==> src/rtl/vbs_pkg.sv <==
package vbs_pkg;

    localparam int LATCH_W = 5;

    typedef struct packed {
        logic vblank;
        logic spr0_hit;
        logic overflow;
    } vbs_flags_t;

    // Status byte: flags on top, open-bus latch underneath.
    function automatic logic [7:0] pack_status(input vbs_flags_t f,
                                               input logic [LATCH_W-1:0] latch);
        return {f, latch};
    endfunction

    // One-dot update of the flag triple.
    function automatic vbs_flags_t step_flags(input vbs_flags_t cur,
                                              input logic pre_clear,
                                              input logic vbl_edge,
                                              input logic rd,
                                              input logic hit_in,
                                              input logic ovf_in);
        vbs_flags_t nxt;
        nxt = cur;
        if (pre_clear) begin
            nxt = '0;
        end else begin
            if (vbl_edge && !rd)
                nxt.vblank = 1'b1;
            else if (rd)
                nxt.vblank = 1'b0;
            nxt.spr0_hit = cur.spr0_hit | hit_in;
            nxt.overflow = cur.overflow | ovf_in;
        end
        return nxt;
    endfunction

endpackage

==> src/rtl/vbs_beam_counter.sv <==
module vbs_beam_counter #(
    parameter int DOTS_PER_LINE   = 341,
    parameter int LINES_PER_FRAME = 262,
    parameter int DOT_W           = $clog2(DOTS_PER_LINE),
    parameter int LINE_W          = $clog2(LINES_PER_FRAME)
) (
    input  logic              clk,
    input  logic              rst,
    input  logic              render_on,
    output logic [DOT_W-1:0]  dot,
    output logic [LINE_W-1:0] line,
    output logic              odd_frame
);

    localparam logic [DOT_W-1:0]  DOT_LAST  = DOT_W'(DOTS_PER_LINE - 1);
    localparam logic [DOT_W-1:0]  DOT_SKIP  = DOT_W'(DOTS_PER_LINE - 2);
    localparam logic [LINE_W-1:0] LINE_LAST = LINE_W'(LINES_PER_FRAME - 1);

    logic on_last_line;
    logic short_line;
    logic end_of_line;

    assign on_last_line = (line == LINE_LAST);
    assign short_line   = on_last_line && odd_frame && render_on;
    assign end_of_line  = (dot == DOT_LAST) || (short_line && dot == DOT_SKIP);

    always_ff @(posedge clk) begin
        if (rst) begin
            dot       <= '0;
            line      <= '0;
            odd_frame <= 1'b0;
        end else if (end_of_line) begin
            dot <= '0;
            if (on_last_line) begin
                line      <= '0;
                odd_frame <= ~odd_frame;
            end else begin
                line <= line + 1'b1;
            end
        end else begin
            dot <= dot + 1'b1;
        end
    end

    assert_pos_bound_R1: assert property (@(posedge clk) disable iff (rst)
        (dot <= DOT_LAST) && (line <= LINE_LAST));

    assert_parity_wrap_R10: assert property (@(posedge clk) disable iff (rst)
        (line == LINE_LAST && dot == DOT_LAST)
        |=> (line == '0 && dot == '0 && odd_frame != $past(odd_frame)));

    assert_odd_skip_R9: assert property (@(posedge clk) disable iff (rst)
        (line == LINE_LAST && dot == DOT_SKIP && odd_frame && render_on)
        |=> (line == '0 && dot == '0));

    assert_no_skip_R9: assert property (@(posedge clk) disable iff (rst)
        (line == LINE_LAST && dot == DOT_SKIP && !(odd_frame && render_on))
        |=> (dot == DOT_LAST && $stable(odd_frame)));

endmodule

==> src/rtl/vbs_flag_regs.sv <==
module vbs_flag_regs
    import vbs_pkg::*;
#(
    parameter int LINES_PER_FRAME = 262,
    parameter int VBLANK_LINE     = 241,
    parameter int DOT_W           = 9,
    parameter int LINE_W          = $clog2(LINES_PER_FRAME)
) (
    input  logic               clk,
    input  logic               rst,
    input  logic [DOT_W-1:0]   dot,
    input  logic [LINE_W-1:0]  line,
    input  logic               status_rd,
    input  logic               hit_set,
    input  logic               ovf_set,
    input  logic [LATCH_W-1:0] open_bus_lo,
    output vbs_flags_t         flags,
    output logic [7:0]         status_data
);

    localparam logic [LINE_W-1:0] PRE_LINE = LINE_W'(LINES_PER_FRAME - 1);
    localparam logic [LINE_W-1:0] VBL_LINE = LINE_W'(VBLANK_LINE);
    localparam logic [DOT_W-1:0]  EDGE_DOT = DOT_W'(1);

    logic vbl_edge;
    logic pre_clear;

    assign vbl_edge  = (line == VBL_LINE) && (dot == EDGE_DOT);
    assign pre_clear = (line == PRE_LINE) && (dot == EDGE_DOT);

    always_ff @(posedge clk) begin
        if (rst)
            flags <= '0;
        else
            flags <= step_flags(flags, pre_clear, vbl_edge, status_rd, hit_set, ovf_set);
    end

    assign status_data = pack_status(flags, open_bus_lo);

    assert_vbl_set_R2: assert property (@(posedge clk) disable iff (rst)
        (vbl_edge && !status_rd) |=> flags.vblank);

    assert_vbl_early_R2: assert property (@(posedge clk) disable iff (rst)
        (line == VBL_LINE && dot <= EDGE_DOT) |-> !status_data[7]);

    assert_pre_clear_R3: assert property (@(posedge clk) disable iff (rst)
        pre_clear |=> (status_data[7:5] == 3'b000));

    assert_read_clear_R5: assert property (@(posedge clk) disable iff (rst)
        status_rd |=> !flags.vblank);

    assert_race_R6: assert property (@(posedge clk) disable iff (rst)
        (vbl_edge && status_rd) |=> !status_data[7]);

    assert_sticky_R8: assert property (@(posedge clk) disable iff (rst)
        (flags.spr0_hit && !pre_clear) |=> flags.spr0_hit);

    assert_hit_set_R8: assert property (@(posedge clk) disable iff (rst)
        (hit_set && !pre_clear) |=> status_data[6]);

endmodule

==> src/rtl/vblank_status_unit.sv <==
module vblank_status_unit
    import vbs_pkg::*;
#(
    parameter int DOTS_PER_LINE   = 341,
    parameter int LINES_PER_FRAME = 262,
    parameter int VBLANK_LINE     = 241,
    parameter int DOT_W           = $clog2(DOTS_PER_LINE),
    parameter int LINE_W          = $clog2(LINES_PER_FRAME)
) (
    input  logic               clk,
    input  logic               rst,
    input  logic               show_bg,
    input  logic               show_spr,
    input  logic               nmi_enable,
    input  logic               status_rd,
    input  logic               hit_set,
    input  logic               ovf_set,
    input  logic [LATCH_W-1:0] open_bus_lo,
    output logic [DOT_W-1:0]   dot,
    output logic [LINE_W-1:0]  line,
    output logic               odd_frame,
    output logic [7:0]         status_data,
    output logic               toggle_clr,
    output logic               nmi
);

    localparam logic [LINE_W-1:0] VBL_LINE = LINE_W'(VBLANK_LINE);

    vbs_flags_t flags;
    logic       render_on;

    assign render_on = show_bg | show_spr;

    vbs_beam_counter #(
        .DOTS_PER_LINE  (DOTS_PER_LINE),
        .LINES_PER_FRAME(LINES_PER_FRAME),
        .DOT_W          (DOT_W),
        .LINE_W         (LINE_W)
    ) i_beam (
        .clk      (clk),
        .rst      (rst),
        .render_on(render_on),
        .dot      (dot),
        .line     (line),
        .odd_frame(odd_frame)
    );

    vbs_flag_regs #(
        .LINES_PER_FRAME(LINES_PER_FRAME),
        .VBLANK_LINE    (VBLANK_LINE),
        .DOT_W          (DOT_W),
        .LINE_W         (LINE_W)
    ) i_flags (
        .clk        (clk),
        .rst        (rst),
        .dot        (dot),
        .line       (line),
        .status_rd  (status_rd),
        .hit_set    (hit_set),
        .ovf_set    (ovf_set),
        .open_bus_lo(open_bus_lo),
        .flags      (flags),
        .status_data(status_data)
    );

    // Level output: follows the flag and the enable with no register.
    assign nmi        = flags.vblank & nmi_enable;
    assign toggle_clr = status_rd;

    assert_nmi_window_R7: assert property (@(posedge clk) disable iff (rst)
        nmi |-> (line >= VBL_LINE));

    assert_nmi_rise_R7: assert property (@(posedge clk) disable iff (rst)
        ($rose(nmi_enable) && status_data[7]) |-> nmi);

    assert_nmi_drop_R7: assert property (@(posedge clk) disable iff (rst)
        !nmi_enable |-> !nmi);

endmodule

==> config.mk <==
export PLATFORM = sky130hd
export DESIGN_NAME = vblank_status_unit
export DESIGN_NICKNAME = d
export VERILOG_FILES = /design/src/rtl/vbs_pkg.sv /design/src/rtl/vbs_beam_counter.sv /design/src/rtl/vbs_flag_regs.sv /design/src/rtl/vblank_status_unit.sv
export SDC_FILE = /design/constraint.sdc
export NUM_CORES = 1
export LEC_CHECK = 0
export CELL_PAD_IN_SITES_DETAIL_PLACEMENT = 0
export CELL_PAD_IN_SITES_GLOBAL_PLACEMENT = 1
export CORE_MARGIN = 3
export CORE_UTILIZATION = 45
export CTS_CLUSTER_DIAMETER = 150
export DETAILED_ROUTE_END_ITERATION = 10
export DONT_BUFFER_PORTS = 1
export PLACE_DENSITY_LB_ADDON = 0.1
export SYNTH_ARGS = -nofsm -noshare
export SYNTH_HDL_FRONTEND = slang
export SYNTH_SLANG_ARGS = --single-unit
export TNS_END_PERCENT = 100
==> constraint.sdc <==
create_clock -name clk -period 1.9 [get_ports clk]
set_input_delay 0.095 -clock clk [delete_from_list [all_inputs] [get_ports clk]]
set_output_delay 0.095 -clock clk [all_outputs]
set_load 0.005 [all_outputs]
* Word level (Yosys, flattened, before mapping)
Index checks and enable logic that the tools add are counted.
W data, S select, Z words.
** Storage, ports and cells
- Logic and storage cells :: 33
- Register bits after elaboration :: 22
- Bits of input ports :: 13
- Output and inout port bits :: 29
** Operators by class
- Reductions and logical operators :: 12
- Add/sub/neg operators :: 2
- Bitwise logic cells :: 5
- Eq/ne operators :: 5
- Multiplexer cells :: 3
** Operator list (count)
- $eq A9 B9 Y1 const B :: 3
- $add A9 B1 Y9 const B :: 2
- $eq A9 B1 Y1 const B :: 1
- $eq A9 B8 Y1 const B :: 1
- $mux W9 :: 1
- $logic_and A1 B1 Y1 :: 6
- $reduce_or A2 Y1 :: 2
- $or A1 B1 Y1 :: 3
- $mux W1 :: 2
- $reduce_and A2 Y1 :: 1
- $reduce_bool A2 Y1 :: 1
- $and A1 B1 Y1 :: 1
- $logic_not A1 Y1 :: 1
- $logic_or A1 B1 Y1 :: 1
- $not A1 Y1 :: 1

* Logic depth before layout (Yosys ltp)
- Word-level depth :: 6
- Gate-level depth with buffers :: 7
- Gate-level depth less buffers :: 6

* By module
From an unflattened synthesis, not the netlist that was laid out.
** Second synthesis, totals
- Cell total of the unflattened synthesis :: 132
- Area, all modules :: 1183.6 um2
** By module, submodules not included
- vbs_beam_counter :: sequential area each 380.4 um2, cells each 104, times used 1, area an instance 947.2 um2
- vbs_flag_regs :: sequential area each 60.1 um2, cells each 25, times used 1, area an instance 216.5 um2
- vblank_status_unit :: sequential area each 0.0 um2, cells each 3, times used 1, area an instance 20.0 um2

* Worst setup path before layout
Ideal clock, no wire load.
- Kind :: register to register
- From :: register i_beam.line[0]
- To :: register i_beam.line[6]
- Data arrival time :: 1.612 ns
- Buffers on the path :: 0
- Setup slack :: 0.216 ns
- Data required time :: 1.828 ns
- Stages on the path, launching flop included :: 6
- Library setup time :: 0.072 ns
- Period minus slack after synthesis :: 1.684 ns
- Cell sequence :: dfxtp_1 ha_1 and4bb_1 nand4_4 a2111oi_4 mux2i_1
** On the way
- Word-level cells in the longest chain between the ends :: 5
- Elaborated cells on any way between the ends :: 7
- Those cells by class :: add/sub (1); eq/ne (1); mux (1); reduce/logical (4)
** RTL lines
- start: declaration :: RTL line vbs_beam_counter.sv:11 : output logic [LINE_W-1:0] line,
- start signal: assignment :: RTL line vbs_beam_counter.sv:38 : line <= line + 1'b1;
- parallel branches: the longest is 5 deep, another holds $add A9 B1 Y9
Several ways; the timed one is not identified.
A chain may end at the register's enable or synchronous reset.

* Final worst setup path
- From :: register i_beam.dot[1]
- To :: register i_beam.line[6]
** On the way
- Word-level cells in the longest chain between the ends :: 3
- Elaborated cells on any way between the ends :: 4
- Those cells by class :: eq/ne (2); reduce/logical (2)
** RTL lines
- start: declaration :: RTL line vbs_beam_counter.sv:10 : output logic [DOT_W-1:0] dot,
- start signal: assignment :: RTL line vbs_beam_counter.sv:41 : dot <= dot + 1'b1;
- $eq A9 B9 Y1 :: RTL line vbs_beam_counter.sv:25 : assign end_of_line = (dot == DOT_LAST) || (short_line && dot == DOT_SKIP);
- $logic_and A1 B1 Y1 :: RTL line vbs_beam_counter.sv:25
- $logic_or A1 B1 Y1 * :: RTL line vbs_beam_counter.sv:25
Mark *: on every way between the ends. The rest lies on a longest branch, timed or not.

==> results.yml <==
run_status:
  status: "completed"
clock_network:
  cts.sinks: 22
  cts_tree: "built"
  clock_latency_ps: 300
  cts_root_buffer: "clkbuf_4"
  cts_buffers: 3
  clk_path_buf_depth: 2
  clkTransAtPathRegs_ps: 120
  htreeDepth: 1
pwr:
  switchingPower_mw: 0.181
  pwr-share-comb_pct: 8.1
  clkPwrFrac_pct: 28.1
  p_sw_share_pct: 24.0
  power_per_cell_area_nw_per_um2: 523
  ir_drop_uv: 482
  p_leak_nw: 0.537
  p_int_mw: 0.572
  seqPwrFrac_pct: 63.8
floorplanning:
  die_h_um: 59.6
  die-area_um2: 3550
  core_um2: 2590
  start_util_pct: 49.9
  num_io_pins: 42
  chipWidth_um: 59.6
  rows: 18
placement:
  dpl.cell_count: 174
  dpl-instance-area_um2: 1350
  port_buffers: 0
  hpwl_mm: 2.28
  pre_cts_slack_ps: 42.5
  gp_congestion: 0.796
sta:
  report.final.setup_viol: 0
  fin_crit_ps: 1770
  relSlewSlack_pct: 62.8
  hold_viol: 0
  post-route-worst-setup-slack_ps: 127
  timing.hold.ws_ps: 23.1
  clock_skew_ps: 5.41
  report.final.slew_viol_count: 0
  worst_slew_pin_slew_ps: 557
  fin_crit_sh_pct: 93.3
  fmax_mhz: 564
synthesis:
  synthesis.area_um2: 1290
  syn_area_per_cell_um2: 9.03
  yosysTopAreaCell: "dfxtp_1"
  synth_ff_type: "dfxtp_1"
  ys_seq_elements: 22
  synth_nets: 161
  synth-edff-count: 0
  yosys_warnings: 0
  synth_seq_area_share_pct: 34.1
  yosysUniqueCellTypes: 41
  synth_top_area_share_pct: 34.1
  ys_async_sr_fraction_pct: 0
  synthCells: 143
  synth_area_leaders: "dfxtp_1 (34%), ha_1 (4.8%), mux2i_1 (4.7%)"
setup_path:
  crit_chain: "ha_1 -> and4bb_1 -> nand4_4 -> a2111oi_4 -> mux2i_1"
  critPathSlowestCell: "dfxtp_1"
  cp_num_buf_inv: 0
  cp.arrival_ps: 2010
  cp-start-kind: "flop"
  cp-end-kind: "flop"
  path_class: "reg2reg"
  critPathMaxStageDelay_ps: 410
  crit_fanout: 7
  cp_top_family: "simple AND/OR/NAND/NOR gates"
  critPathRequiredTime_ps: 2140
grt:
  grt_overflow: 0
  grt.total_usage_pct: 18.2
  grt_max_degree: 17
  grt_pass1_vias: 1075
  grt_pass1_wl_mm: 5.02
  antenna_found_initial: 0
cells_and_area:
  design_area_um2: 1440
  drive_above_1_share_pct: 18.2
  nets: 174
  area_growth_pct: 11.5
  layout.cells.most_common_list: "dfxtp_1 (21), nor2_1 (15), buf_4 (14), o21ai_0 (8), nand3_1 (8)"
  final-seq-area_um2: 442
  nFillCells: 247
  n_antenna_cell: 0
  final_cells: 184
  multi_input_area_um2: 771
  final_common_cell: "dfxtp_1"
routing:
  ant_nets: 0
  vias_per_cell: 6.04
  vias: 1111
  drt_iter0_drc: 44
  wl_per_cell_um: 17.2
  routed_wl_mm: 3.17
  drc: 0
  first_pass_iters: 4
job:
  cap_violations: 0
min_path:
  holdCritPathClass: "in2reg"
[final timing paths]
kind                                startpoint              to  slack [ps]  cells past startpoint
worst min register to register  i_beam.line[1]  i_beam.line[1]         490                      2
worst max register to register   i_beam.dot[1]  i_beam.line[6]         130                      5
worst max-delay path             i_beam.dot[1]  i_beam.line[6]         130                      5
worst min-delay path                       rst  i_beam.line[7]          20                      3
[state kept, by name (all words and copies together), names as in the netlist]
signal            count
i_beam.line           9
i_beam.dot            9
i_beam.odd_frame      1
i_flags.flags         3
[layer usage]
layer	vias up	routed length, um	GRT usage [%]
li1	534	-	-
met1	534	1480	24.9
met2	39	1390	27.1
met3	4	279	6.97
met4	0	17	4.11
met5	-	0	0
[layout make-up]
| type | count | area share (%) |
|---|---|---|
| Clock buffer | 3 | 1.56 |
| Tap cell | 30 | 2.61 |
| Timing Repair Buffer | 18 | 10.1 |
| Inverter | 6 | 1.56 |
| Sequential cell | 22 | 30.7 |
| Multi-Input combinational cell | 105 | 53.5 |
[synthesized netlist by cell type, types with 2 or more instances]
cell      count
ha_1          5
and2_1        2
and3_1        5
buf_4         6
xnor2_1       3
a21oi_1       3
o21a_1        2
a31oi_1       4
dfxtp_1      22
or2_2         3
nand2b_1      4
nand4_1       2
nor2b_1       2
o21ai_0       8
nand3_1       8
inv_1         6
mux2i_1       6
and4bb_1      2
and4_1        2
clkbuf_1      3
a211oi_1      5
xor2_1        4
nand2_1       4
nor2_1       15
[per-stage QoR]
step	setup TNS [ps]	utilization [%]	total power, mW
detailed placement	0	52.1	0.540
floorplan	0	-	0.539
global route	-5.71	55.6	0.791
finish	0	55.6	0.753
global placement	0	52.1	0.538
CTS	0	54.5	0.761
[logic make-up (layout without fill, tap and decap cells)]
| kind of cell | Yosys count | in the layout | synth area share [%] |
|---|---|---|---|
| compound gates | 27 | 27 | 14.8 |
| xor+xnor | 7 | 7 | 4.75 |
| fa+ha+maj | 5 | 5 | 4.84 |
| buf+inv | 16 | 27 | 6.49 |
| flops | 22 | 22 | 34.1 |
| mux | 6 | 6 | 4.65 |
| simple gates | 60 | 60 | 30.3 |
[worst register-to-register path: stages (launching register included)]
cell and delay, ps:
dfxtp_1 410, ha_1 220, and4bb_1 310, nand4_4 170
a2111oi_4 390, mux2i_1 220
[timing repair]
| item | CTS | global route |
|---|---|---|
| buffers inserted | 0 | 3 |
| gates resized for setup | 0 | 3 |
| endpoints found under the setup margin | 0 | 14 |
| endpoints found under the hold margin | 12 | 0 |
| hold buffers | 4 | 0 |
[power by group through the flow]
stage	registers [mW]	clock network (mW)	logic [mW]
6_report	0.481	0.212	0.0607
5_1_grt	0.483	0.240	0.0677
4_1_cts	0.480	0.220	0.0598
3_5_place_dp	0.491	0	0.0488
3_3_place_gp	0.491	0	0.0476
2_1_floorplan	0.488	0	0.0508
Note: power is estimated with default switching activity, not from simulation.
